[config.mk]
export PLATFORM = sky130hd
export DESIGN_NAME = sdtv_sync_master
export DESIGN_NICKNAME = d
export VERILOG_FILES = /design/src/rtl/sync_gen_pkg.sv /design/src/rtl/sync_tick_gen.sv /design/src/rtl/sync_raster.sv /design/src/rtl/sync_std_decode.sv /design/src/rtl/sdtv_sync_master.sv
export SDC_FILE = /design/constraint.sdc
export NUM_CORES = 1
export LEC_CHECK = 0
export ABC_AREA = 0
export BUFFER_PORTS_ARGS = -buffer_cell sky130_fd_sc_hd__buf_2
export CAP_MARGIN = 20
export CELL_PAD_IN_SITES_DETAIL_PLACEMENT = 1
export CELL_PAD_IN_SITES_GLOBAL_PLACEMENT = 1
export CORE_ASPECT_RATIO = 2
export CORE_MARGIN = 3
export CORE_UTILIZATION = 47
export CTS_CLUSTER_DIAMETER = 30
export DETAILED_ROUTE_END_ITERATION = 12
export PLACE_DENSITY = 0.86
export SYNTH_ARGS = -nofsm -noshare
export SYNTH_HDL_FRONTEND = slang
export SYNTH_SLANG_ARGS = --single-unit
[constraint.sdc]
create_clock -name clk -period 4.05 [get_ports clk]
set_input_delay 0.6075 -clock clk [delete_from_list [all_inputs] [get_ports clk]]
set_output_delay 0.6075 -clock clk [all_outputs]
set_load 0.05 [all_outputs]
[src/rtl/sync_gen_pkg.sv]
package sync_gen_pkg;

   // Timing conditions decoded for one standard at the current raster position
   typedef struct packed {
      logic hs;      // horizontal sync interval
      logic vs;      // vertical sync interval
      logic hblank;  // horizontal blanking interval
      logic vblank;  // vertical-interval line
      logic odd;     // position lies in the odd field
   } sync_cond_t;

   localparam logic [2:0] MASTER_CODE = 3'b101;

   function automatic int unsigned max2(input int unsigned a, input int unsigned b);
      return (a > b) ? a : b;
   endfunction

endpackage

[src/rtl/sync_tick_gen.sv]
module sync_tick_gen (
   input  logic clk,
   input  logic rst,
   input  logic run,
   output logic tick
);
   logic phase_q;

   always_ff @(posedge clk) begin
      if (rst || !run) phase_q <= 1'b0;
      else             phase_q <= ~phase_q;
   end

   // the raster advances on the second clock of each pair
   assign tick = phase_q;
endmodule

[src/rtl/sync_raster.sv]
module sync_raster #(
   parameter int unsigned SW     = 10,
   parameter int unsigned LW     = 10,
   parameter int unsigned SAMP_A = 858,
   parameter int unsigned SAMP_B = 864,
   parameter int unsigned LINE_A = 525,
   parameter int unsigned LINE_B = 625
) (
   input  logic          clk,
   input  logic          rst,
   input  logic          run,
   input  logic          tick,
   input  logic          std_in,
   output logic [SW-1:0] samp,
   output logic [LW-1:0] line,
   output logic          std_q
);
   localparam logic [SW-1:0] LAST_SAMP_A = SW'(SAMP_A - 1);
   localparam logic [SW-1:0] LAST_SAMP_B = SW'(SAMP_B - 1);
   localparam logic [LW-1:0] LAST_LINE_A = LW'(LINE_A);
   localparam logic [LW-1:0] LAST_LINE_B = LW'(LINE_B);
   localparam logic [LW-1:0] FIRST_LINE  = LW'(1);

   logic [SW-1:0] samp_last;
   logic [LW-1:0] line_last;

   assign samp_last = std_q ? LAST_SAMP_B : LAST_SAMP_A;
   assign line_last = std_q ? LAST_LINE_B : LAST_LINE_A;

   always_ff @(posedge clk) begin
      if (rst || !run) begin
         samp  <= '0;
         line  <= FIRST_LINE;
         std_q <= std_in;
      end else if (tick) begin
         if (samp == samp_last) begin
            samp <= '0;
            if (line == line_last) begin
               line  <= FIRST_LINE;
               std_q <= std_in;          // standard switches only at frame wrap
            end else begin
               line <= line + LW'(1);
            end
         end else begin
            samp <= samp + SW'(1);
         end
      end
   end
endmodule

[src/rtl/sync_std_decode.sv]
module sync_std_decode
   import sync_gen_pkg::*;
#(
   parameter int unsigned SW       = 10,
   parameter int unsigned LW       = 10,
   parameter int unsigned SAMPS    = 858,
   parameter int unsigned HS_LEN   = 16,
   parameter int unsigned BLK_END  = 122,
   parameter int unsigned EVEN_LN  = 263,
   parameter int unsigned VS_LINES = 3,
   parameter int unsigned VB_WRAP  = 526,
   parameter int unsigned VB_HEAD  = 21,
   parameter int unsigned VB_MID_LO = 263,
   parameter int unsigned VB_MID_HI = 284
) (
   input  logic [SW-1:0] samp,
   input  logic [LW-1:0] line,
   output sync_cond_t    cond
);
   localparam logic [SW-1:0] HALF_S  = SW'(SAMPS / 2);
   localparam logic [SW-1:0] HS_S    = SW'(HS_LEN);
   localparam logic [SW-1:0] BLK_S   = SW'(BLK_END);
   localparam logic [LW-1:0] EVEN_L  = LW'(EVEN_LN);
   localparam logic [LW-1:0] EVEN_EL = LW'(EVEN_LN + VS_LINES);
   localparam logic [LW-1:0] ODD_EL  = LW'(VS_LINES);
   localparam logic [LW-1:0] WRAP_L  = LW'(VB_WRAP);
   localparam logic [LW-1:0] HEAD_L  = LW'(VB_HEAD);
   localparam logic [LW-1:0] MLO_L   = LW'(VB_MID_LO);
   localparam logic [LW-1:0] MHI_L   = LW'(VB_MID_HI);

   logic first_half;
   logic vs_odd, vs_even;

   assign first_half = (samp < HALF_S);

   // odd-field sync spans whole lines 1 .. VS_LINES
   assign vs_odd  = (line <= ODD_EL);
   // even-field sync runs from mid-line to mid-line
   assign vs_even = ((line == EVEN_L) && !first_half) ||
                    ((line > EVEN_L) && (line < EVEN_EL)) ||
                    ((line == EVEN_EL) && first_half);

   always_comb begin
      cond.hs     = (samp < HS_S);
      cond.hblank = (samp < BLK_S);
      cond.vs     = vs_odd || vs_even;
      cond.vblank = (line >= WRAP_L) || (line <= HEAD_L) ||
                    ((line >= MLO_L) && (line <= MHI_L));
      cond.odd    = (line < EVEN_L) || ((line == EVEN_L) && first_half);
   end
endmodule

[src/rtl/sdtv_sync_master.sv]
module sdtv_sync_master
   import sync_gen_pkg::*;
#(
   parameter int unsigned SAMP_525   = 858,
   parameter int unsigned SAMP_625   = 864,
   parameter int unsigned HS_525     = 16,
   parameter int unsigned HS_625     = 12,
   parameter int unsigned BLK_525    = 122,
   parameter int unsigned BLK_625    = 132,
   parameter int unsigned LINES_525  = 525,
   parameter int unsigned LINES_625  = 625,
   parameter int unsigned EVEN_525   = 263,
   parameter int unsigned EVEN_625   = 313,
   parameter int unsigned VS_LINES   = 3,
   parameter int unsigned VBW_525    = 526,
   parameter int unsigned VBW_625    = 623,
   parameter int unsigned VBH_525    = 21,
   parameter int unsigned VBH_625    = 22,
   parameter int unsigned VBML_525   = 263,
   parameter int unsigned VBML_625   = 311,
   parameter int unsigned VBMH_525   = 284,
   parameter int unsigned VBMH_625   = 335
) (
   input  logic       clk,
   input  logic       rst,
   input  logic [7:0] mode_byte,
   input  logic       std_625,
   input  logic       ext_blank_en,
   output logic       hsync_n,
   output logic       vsync_n,
   output logic       blank_n,
   output logic       field_odd
);
   localparam int unsigned SW = $clog2(max2(SAMP_525, SAMP_625));
   localparam int unsigned LW = $clog2(max2(LINES_525, LINES_625) + 2);

   // elaboration-time parameter checks
   if (!(HS_525 >= 2 && HS_525 < BLK_525 && BLK_525 < SAMP_525 / 2))
      begin : g_bad_h525 $error("525 horizontal timing out of order"); end
   if (!(HS_625 >= 2 && HS_625 < BLK_625 && BLK_625 < SAMP_625 / 2))
      begin : g_bad_h625 $error("625 horizontal timing out of order"); end
   if (!(EVEN_525 + VS_LINES <= LINES_525 && VBW_525 <= LINES_525 + 1))
      begin : g_bad_v525 $error("525 vertical timing out of range"); end
   if (!(EVEN_625 + VS_LINES <= LINES_625 && VBW_625 <= LINES_625 + 1))
      begin : g_bad_v625 $error("625 vertical timing out of range"); end
   if (!(VS_LINES >= 1 && VS_LINES < EVEN_525 && VS_LINES < EVEN_625))
      begin : g_bad_vs $error("vertical sync length out of range"); end

   logic          run, tick, std_q, active;
   logic [SW-1:0] samp;
   logic [LW-1:0] line;
   sync_cond_t    cond [2];
   sync_cond_t    sel;

   assign run = (mode_byte[2:0] == MASTER_CODE);

   sync_tick_gen u_tick (
      .clk  (clk),
      .rst  (rst),
      .run  (run),
      .tick (tick)
   );

   sync_raster #(
      .SW(SW), .LW(LW),
      .SAMP_A(SAMP_525), .SAMP_B(SAMP_625),
      .LINE_A(LINES_525), .LINE_B(LINES_625)
   ) u_raster (
      .clk    (clk),
      .rst    (rst),
      .run    (run),
      .tick   (tick),
      .std_in (std_625),
      .samp   (samp),
      .line   (line),
      .std_q  (std_q)
   );

   // one decoder per standard; index 0 = 525-line, 1 = 625-line
   for (genvar g = 0; g < 2; g++) begin : g_std
      sync_std_decode #(
         .SW(SW), .LW(LW),
         .SAMPS    (g == 0 ? SAMP_525  : SAMP_625),
         .HS_LEN   (g == 0 ? HS_525    : HS_625),
         .BLK_END  (g == 0 ? BLK_525   : BLK_625),
         .EVEN_LN  (g == 0 ? EVEN_525  : EVEN_625),
         .VS_LINES (VS_LINES),
         .VB_WRAP  (g == 0 ? VBW_525   : VBW_625),
         .VB_HEAD  (g == 0 ? VBH_525   : VBH_625),
         .VB_MID_LO(g == 0 ? VBML_525  : VBML_625),
         .VB_MID_HI(g == 0 ? VBMH_525  : VBMH_625)
      ) u_dec (
         .samp (samp),
         .line (line),
         .cond (cond[g])
      );
   end

   assign sel    = std_q ? cond[1] : cond[0];
   assign active = run && !rst;

   assign hsync_n   = !(active && sel.hs);
   assign vsync_n   = !(active && sel.vs);
   assign blank_n   = !(active && (sel.hblank || (!ext_blank_en && sel.vblank)));
   assign field_odd = !active || sel.odd;
endmodule

# Yosys cells after proc, flatten, opt, wreduce, memory -nomap -nowiden

Cells that the tools add are included.

Register bits after elaboration: 22
Bits in latches: 0
Bits in writable memories: 0
ROM bits: 0
Input port bits: 12
Memories kept: 0

Add/sub/neg operators: 2
Multiply operators: 0
Divide/modulo/power cells: 0
$lt $le $gt $ge: 21
Equality and inequality tests: 7
Shift operators: 0
Mux-type cells: 9
Bitwise gates (word level): 1
Reduce and logical (&&, ||, !) cells: 44

Operators by type and width:

| operator              | count |
|---|---|
| $lt 10x9->1 const B   | 6 |
| $eq 10x9->1 const B   | 4 |
| $add 10x1->10 const B | 2 |
| $eq 10x10->1          | 2 |
| $ge 10x10->1 const B  | 2 |
| $ge 10x9->1 const B   | 2 |
| $gt 10x9->1 const B   | 2 |
| $le 10x5->1 const B   | 2 |
| $le 10x9->1 const B   | 2 |
| $mux 10               | 2 |
| $logic_and 1x1->1     | 15 |
| $logic_or 1x1->1      | 15 |
| $le 10x2->1 const B   | 1 |
| $lt 10x4->1 const B   | 1 |
| $lt 10x5->1 const B   | 1 |
| $lt 10x7->1 const B   | 1 |
| $lt 10x8->1 const B   | 1 |
| $logic_not 1->1       | 9 |
| $mux 7                | 1 |
| $reduce_bool 2->1     | 3 |
| $mux 5                | 1 |
| $mux 1                | 4 |
| $eq 3x3->1 const B    | 1 |
| $mux 3                | 1 |
| other kinds (3)       | 3 |

# Longest topological paths before layout

Gate-level depths: netlist (run 1).

Depth in word-level cells: 11
Mapped depth: 8
Depth with buffers taken out: 7

# Hierarchy

From an unflattened synthesis (run 1), not the netlist that was laid out.

Cell total of the unflattened synthesis: 213
Area, all modules: 1720.4 um^2

By module, submodules not included:

| module                            | instances | cells an instance | area an instance (um^2) | seq. area each (um^2) |
|---|---|---|---|---|
| sync_raster                       | 1         | 117               | 1106.1                  | 430.4 |
| sync_std_decode at g_std[1].u_dec | 1         | 40                | 250.2                   | 0.0 |
| sync_std_decode at g_std[0].u_dec | 1         | 41                | 241.5                   | 0.0 |
| sdtv_sync_master                  | 1         | 13                | 90.1                    | 0.0 |
| sync_tick_gen                     | 1         | 2                 | 32.5                    | 20.0 |

# Worst setup path before layout (run 1)

Ideal clock, no wire load.

Path kind: register to output
Start point: register u_raster.line[6]
End point: output vsync_n
Data arrival time: 3029 ps
Data required time: 3442 ps
Slack: 414 ps
Stages on the path, launching flop included: 7
Path buffers: 1
Cells stage by stage: dfxtp_1 -> buf_6 -> or4b_4 -> nor3_1 -> nand4_1 -> and3_1 -> o41ai_1

Cells in the longest elaborated chain, start to end: 8

Ends and longest elaborated chain:

| what                                        | RTL line                                     | source |
|---|---|---|
| start, declared                             | sync_raster.sv:15                            | `output logic [LW-1:0] line,` |
| start signal, assigned                      | sync_raster.sv:42                            | `line <= line + LW'(1);` |
| $gt 10x9->1 (tied with other cells)         | sync_std_decode.sv:40                        | `((line > EVEN_L) && (line < EVEN_EL)) \|\|` |
| $logic_and 1x1->1, on equally long branches | sync_std_decode.sv:40, sync_std_decode.sv:39 |  |
| $logic_or 1x1->1                            | sync_std_decode.sv:39                        | `assign vs_even = ((line == EVEN_L) && !first_half) \|\|` |
| $logic_or 1x1->1                            | sync_std_decode.sv:40                        |  |
| $logic_or 1x1->1                            | sync_std_decode.sv:46                        | `cond.vs = vs_odd \|\| vs_even;` |
| $mux 5 (*)                                  | sdtv_sync_master.sv:99                       | `assign sel = std_q ? cond[1] : cond[0];` |
| $logic_and 1x1->1 (*)                       | sdtv_sync_master.sv:103                      | `assign vsync_n = !(active && sel.vs);` |
| $logic_not 1->1 (*)                         | sdtv_sync_master.sv:103                      |  |
| end, declared                               | sdtv_sync_master.sv:30                       | `output logic vsync_n,` |

Mark *: on every way between the ends. The rest lies on a longest branch, timed or not.

# Final worst setup path (run 1)

Start point: register u_raster.line[8]
End point: output vsync_n

The elaborated chain is that of the path after synthesis.

==> summary.md, run 1 <==
| Metric | Value |
|---|---|
| Hold depth | 1 |
| Cells after DPL | 221 |
| Crit path time final | 3.15 ns |
| RSZ-0062 raised after global routing | false |
| Post-CTS Hold Buffers | 0 |
| Non-Filler Instances | 225 |
| Critical Path Fanout Max | 10 |
| Design area | 0.00168 sq mm |
| Iteration-0 DRC Markers | 92 |
| FF-to-FF Start | u_raster.std_q$_DFFE_PP_ |
| ANT cells | 0 |
| Rel. slew slack | 0.506 |
| Sw frac | 0.206 |
| Vias in the first global route | 1,624 |
| CTS tree | done |
| Synth Net Count | 216 |
| Global-route wire length before repair | 7400 um |
| Commonest cells in the netlist | nor2_1 (29), dfxtp_1 (21), nand2_1 (11) |
| Worst slew pin tran | 0.741 ns |
| Cell Pwr Density | 269 mW/mm^2 |
| Net Switching | 0.0000931 W |
| Post-Route Skew | 0.00621 ns |
| Initial antenna violation count | 0 |
| Final Hold Viols | 0 |
| # nets final | 213 |
| CTS resizes | 0 |
| Post-synth top area share | 0.260 |
| Synth warn | 0 |
| Met1 Use GR | 0.229 |
| Max-cap violations | 0 |
| Outcome | complete, no violations |
| Post-CTS Setup Inserts | 0 |
| Synthesized area per cell | 8.16 sq um |
| Sink Count | 22 |
| Fillers | 401 |
| Critical Setup Path Class | reg2out |
| Worst path arrival time | 2.54 ns |
| Clk pin slew, worst setup/hold paths | 0.09 ns |
| Post-Route Setup TNS | 0 ns |
| DRC viols | 0 |
| Final ANT Viol Nets | 0 |
| Detail Placement HPWL | 3290 um |
| Synth Register Bits | 22 |
| EDFF count, synth | 1 |
| Leak pwr | 0.584 nW |
| Launch point of the worst path | u_raster.line[8]$_SDFFE_PP0P_ |
| Core Area | 0.00323 sq mm |
| Router iterations before antenna repair | 4 |
| FP Rows | 29 |
| Wirelength per Cell | 19.8 um |
| Total gr overflow | 0 |
| Post-Syn Instances | 198 |
| Reg2Reg Capture Point | u_raster.std_q$_DFFE_PP_ |
| Clk Tree Root Cell | clkbuf_8 |
| Die area | 0.00422 sq mm |
| Vias per cell | 6.66 |
| Setup crit end kind | output port |
| VDD IR max | 189 uV |
| Ys async rst share | 0 |
| Cell accounting for the most synthesized area | dfxtp_1 |
| Max Slew Vio Count | 0 |
| Worst R2R Path Depth | 4 |
| Min-Delay Path Class | in2reg |
| Largest net degree at the start of global routing | 15 |
| Die span in y | 88.9 um |
| Post-route clock period utilization | 0.778 |
| Synth unique cells | 52 |
| Post-Place Cell Area | 0.00161 sq mm |
| Gate power share | 0.038 |
| Met3 usage | 0.0262 |
| Chip width | 47.5 um |
| Dominant cells by area after synthesis | dfxtp_1 (26%), nor2_1 (6.7%), xor2_1 (5.4%), ha_1 (4.6%), xnor2_1 (4.3%) |
| Top_reg_cell synth | dfxtp_1 |
| GR peak layer | met2 |
| Clk pwr share | 0.467 |
| Fmax | 317 MHz |
| P_int | 0.000359 W |
| H-Tree Depth | 1 |
| Clock Path Buffers | 2 |
| Input/output buffers | 10 |
| WP data required | 3.44 ns |
| Area Overhead vs Synth | 3.79% |
| Count leader, synth | nor2_1 |
| Layout cells sized above 1 | 0.108 |
| Total GRT Usage | 0.239 |
| Seq pwr share | 0.495 |
| Startpoint types | flip-flop |
| Post-Syn Area | 0.00162 sq mm |
| Final GP Congestion | 0.942 |
| Min-Delay Startpoint | std_625 |
| Cts bufs inserted | 3 |
| I/O Pins | 16 |
| Routing usage on met2 | 0.458 |
| R2R setup slack | 1.24 ns |
| Final setup fails | 0 |
| Worst Setup EP | vsync_n |
| Routed WL | 4440 um |
| DR vias | 1,499 |
| Initial Utilization | 0.501 |
| Post-synthesis sequential area ratio | 0.279 |
| Clock Latency Late Sink | 0.27 ns |
cell families after synthesis:
family	count (synthesis)	synth area share
AOI/OAI and AO/OA	31	0.159
buffers and inverters	24	0.0751
xor gates and xnor gates	18	0.0975
adders and majority gates	6	0.0464
DFF	22	0.279
and+or+nand+nor	97	0.344
sequential cells by signal (all words and copies together) (netlist names):
name and cells:
u_raster.line 10, u_raster.std_q 1, u_raster.samp 10, u_tick.tick 1
cell usage in the layout (no fill, tap or decap), types with 3 or more instances in the layout:
| master | synthesis | final |
|---|---|---|
| nor2_1 | 29 | 29 |
| dfxtp_1 | 21 | 21 |
| nand2_1 | 11 | 11 |
| nand4_1 | 10 | 10 |
| nand3_1 | 10 | 10 |
| xor2_1 | 10 | 10 |
| buf_2 | 4 | 10 |
| xnor2_1 | 8 | 8 |
| inv_1 | 6 | 6 |
| ha_1 | 6 | 6 |
| and3_1 | 5 | 5 |
| o21ai_0 | 4 | 4 |
| and4_1 | 4 | 4 |
| a21o_1 | 3 | 3 |
| nor3_1 | 3 | 3 |
| nand2b_1 | 3 | 3 |
| nor4b_1 | 3 | 3 |
| clkbuf_8 | 0 | 3 |
worst min-delay path by stage:
stage,to,slack (ns)
final,u_raster.std_q$_DFFE_PP_,0.51
after global routing,u_raster.std_q$_DFFE_PP_,0.50
after CTS,u_raster.std_q$_DFFE_PP_,0.50
after detailed placement,u_raster.samp[1]$_SDFFE_PP0P_,0.56
after global placement,u_tick.tick$_SDFF_PP0_,0.53
after floorplan,u_raster.samp[1]$_SDFFE_PP0P_,0.51
critical path: stages, from the launching register on:
cell	delay, ns
dfxtp_1	0.57
or4b_4	0.55
or3_4	0.41
a211o_1	0.27
a21oi_1	0.15
o41ai_1	0.10
buf_2	0.23
power groups by stage:
stage                     combinational (W)  clock, W  sequential, W
after floorplan                   0.0000160         0       0.000225
after global placement            0.0000169         0       0.000228
after detailed placement          0.0000174         0       0.000228
after CTS                         0.0000174  0.000214       0.000223
after global routing              0.0000193  0.000222       0.000224
final                             0.0000173  0.000211       0.000224
layout make-up:
class	instances	area, sq um	area share
Inverter	6	22.5	0.0134
Clock inverter	1	30.0	0.0179
Multi-Input combinational cell	152	1040	0.623
Timing Repair Buffer	10	50.0	0.0298
Clock buffer	3	41.3	0.0246
Sequential cell	22	450	0.268
Tap cell	31	38.8	0.0231
metrics by stage:
| stage | hold slack (ns) | worst slack [ns] | total power [W] | utilization |
|---|---|---|---|---|
| after floorplan | 0.512 | 0.414 | 0.000241 | - |
| after global placement | 0.526 | 1.26 | 0.000245 | 0.497 |
| after detailed placement | 0.559 | 1.22 | 0.000246 | 0.497 |
| after CTS | 0.503 | 0.925 | 0.000455 | 0.520 |
| after global routing | 0.504 | 0.813 | 0.000465 | 0.520 |
| final | 0.505 | 0.900 | 0.000452 | 0.520 |
per-layer routing:
| layer | wire (um) | share of wire | up-vias |
|---|---|---|---|
| li1 | - | - | 711 |
| met1 | 1600 | 0.36 | 741 |
| met2 | 2580 | 0.58 | 34 |
| met3 | 125 | 0.028 | 13 |
| met4 | 138 | 0.031 | 0 |
| met5 | 0 | 0 | - |
No activity file was read; power rests on OpenSTA's default activity.
==> run 2, diff against run 1 <==
- CORE_UTILIZATION: 47 -> 40
- PLACE_DENSITY: 0.86 -> 0.78
- clock period: 4.05 -> 2.86 ns (I/O delays scaled with it)
==> run 2 against run 1 <==
  * Critical path type unchanged
  * Power grew 41%
  * Sequential power increased by 39%
  * Sequential cell count stayed put
==> summary.md, run 2 (same netlist as run 1, synthesis figures left out) <==
| Metric | Value |
|---|---|
| Final ANT Viol Nets | 0 (unchanged) |
| Commonest non-fill, non-tap cell in the layout | nor2_1 (unchanged) |
| Clk pin slew, worst setup/hold paths | 0.09 ns (about the same) |
| # nets final | 224 (was 213) |
| Seq pwr share | 0.489 (was 0.495) |
| Vias in the first global route | 1,714 (was 1,624) |
| Critical Setup Path Class | reg2out (unchanged) |
| VDD IR max | 206 uV (was 189 uV) |
| Detail Placement HPWL | 3570 um (was 3290 um) |
| Startpoint types | flip-flop (unchanged) |
| Outcome | complete, no violations (unchanged) |
| Total gr overflow | 0 (unchanged) |
| Router iterations before antenna repair | 4 (unchanged) |
| Post-Route Skew | 0.00795 ns (was 0.00621 ns) |
| Clock Latency Late Sink | 0.27 ns (about the same) |
| Die span in y | 95.9 um (was 88.9 um) |
| Max-cap violations | 0 (unchanged) |
| Initial Utilization | 0.416 (was 0.501) |
| Post-route clock period utilization | 0.970 |
| Setup WS pre-CTS | 0.356 ns (was 1.22 ns) |
| Largest regs | u_raster.line (10), u_raster.samp (10) (unchanged) |
| H-Tree Depth | 1 (unchanged) |
| Routed WL | 4650 um (was 4440 um) |
| Total power | 0.000638 W (was 0.000452 W) |
| Sw frac | 0.201 (was 0.206) |
| Final Hold Viols | 0 (unchanged) |
| Max Slew Vio Count | 0 (unchanged) |
| Input/output buffers | 10 (unchanged) |
| Clock Path Buffers | 2 (unchanged) |
| Clk Tree Root Cell | clkbuf_8 (unchanged) |
| RSZ-0062 raised after global routing | true (was false) |
| I/O Pins | 16 (unchanged) |
| Multi-input combinational cell area | 0.00106 sq mm (was 0.00104 sq mm) |
| Post-CTS Hold Buffers | 0 (unchanged) |
| Worst path arrival time | 2.35 ns (was 2.54 ns) |
| Cts bufs inserted | 3 (unchanged) |
| Final setup fails | 0 (unchanged) |
| Register Area | 452 sq um (was 450 sq um) |
| DRC viols | 0 (unchanged) |
| Setup crit end kind | output port (unchanged) |
| Fillers | 507 (was 401) |
| Wirelength per Cell | 18.1 um (was 19.8 um) |
| Worst slew pin tran | 0.479 ns (was 0.741 ns) |
| Sink Count | 22 (unchanged) |
| Layout cells sized above 1 | 0.176 (was 0.108) |
| Iteration-0 DRC Markers | 70 (was 92) |
| Min-Delay Path Class | in2reg (unchanged) |
| CTS resizes | 0 (unchanged) |
| Critical Path Fanout Max | 4 (was 10) |
| Core Area | 0.00388 sq mm (was 0.00323 sq mm) |
| Largest net degree at the start of global routing | 15 (unchanged) |
| P_int | 0.000510 W (was 0.000359 W) |
| FP Rows | 32 (was 29) |
| Crit path time final | 2.77 ns |
| Most frequent cells in the layout | nor2_1 (29), dfxtp_1 (20), nand2_1 (11), buf_4 (11) (was nor2_1 (29), dfxtp_1 (21), nand2_1 (11)) |
| Rel. slew slack | 0.679 (was 0.506) |
| WP data required | 2.43 ns (was 3.44 ns) |
| Final GP Congestion | 0.950 (was 0.942) |
| Post-CTS Setup Inserts | 0 (unchanged) |
| Net Switching | 0.000128 W (was 0.0000931 W) |
| ANT cells | 0 (unchanged) |
| Leak pwr | 0.650 nW (was 0.584 nW) |
| Die area | 0.00489 sq mm (was 0.00422 sq mm) |
| Worst hold slack | 0.340 ns (was 0.505 ns) |
| Chip width | 51.0 um (was 47.5 um) |
| Cell Pwr Density | 353 mW/mm^2 (was 269 mW/mm^2) |
| Gate power share | 0.050 (was 0.038) |
| Global-route wire length before repair | 7910 um (was 7400 um) |
| Vias per cell | 6.04 (was 6.66) |
| Fmax | 360 MHz |
| Area Overhead vs Synth | 11.8% (was 3.79%) |
| Total GRT Usage | 0.209 (was 0.239) |
| DR vias | 1,546 (was 1,499) |
| CTS tree | done (unchanged) |
| Initial antenna violation count | 0 (unchanged) |
| PnR worst setup slack | 0.0850 ns (was 0.900 ns) |
| Clk pwr share | 0.460 (was 0.467) |
## run 2: cell types whose count changed in the layout (fill, tap and decap cells not counted), sizes merged
cell	change
clkbuf	+1
buf	+10
## run 2: final timing paths
kind | start | to | slack, ns | cells after the start
min reg2reg | u_raster.line[0]$_SDFFE_PP1P_ | u_raster.line[0]$_SDFFE_PP1P_ | 0.57 | 2
max | u_raster.line[6]$_SDFFE_PP0P_ | vsync_n | 0.09 | 6
min | std_625 | u_raster.std_q$_DFFE_PP_ | 0.34 | 1
max reg2reg | u_raster.samp[2]$_SDFFE_PP0P_ | u_raster.std_q$_DFFE_PP_ | 0.68 | 4
## run 2: routing by layer
metal	wire [um]	vias up	GRT usage
li1	-	730	-
met1	1620	747	0.199
met2	2670	51	0.413
met3	122	18	0.0248
met4	230	0	0.112
met5	0	-	0
## run 2: area by class of cell
| class | count | share of cell area |
|---|---|---|
| multi-input combinational | 152 | 0.588 |
| sequential | 22 | 0.250 |
| timing repair buffer | 21 | 0.0747 |
| tap | 51 | 0.0353 |
| clock buffer | 3 | 0.0228 |
| clock inverter | 1 | 0.0166 |
| inverter | 6 | 0.0125 |
## run 2: stage by stage
step,area [sq um],TNS [ns],utilization,instances
after floorplan,1620,0,-,198
after global placement,1720,0,0.443,252
after detailed placement,1720,0,0.443,252
after CTS,1790,0,0.462,256
after global routing,1810,-0.00687,0.466,256
final,1810,0,0.466,256
## run 2: worst max-delay path, stage by stage, from the launching register on
cell and delay, ns:
dfxtp_1 0.32, or4b_4 0.57, or3_4 0.42, a211o_1 0.27, a21oi_1 0.18, o41ai_2 0.10, buf_2 0.22
## run 2: power by group through the flow
| stage | Clock, W | Sequential [W] | Combinational (W) |
|---|---|---|---|
| floorplan | 0 | 0.000318 | 0.0000232 |
| global placement | 0 | 0.000319 | 0.0000306 |
| detailed placement | 0 | 0.000319 | 0.0000319 |
| CTS | 0.000303 | 0.000312 | 0.0000320 |
| global route | 0.000314 | 0.000313 | 0.0000347 |
| finish | 0.000294 | 0.000312 | 0.0000322 |
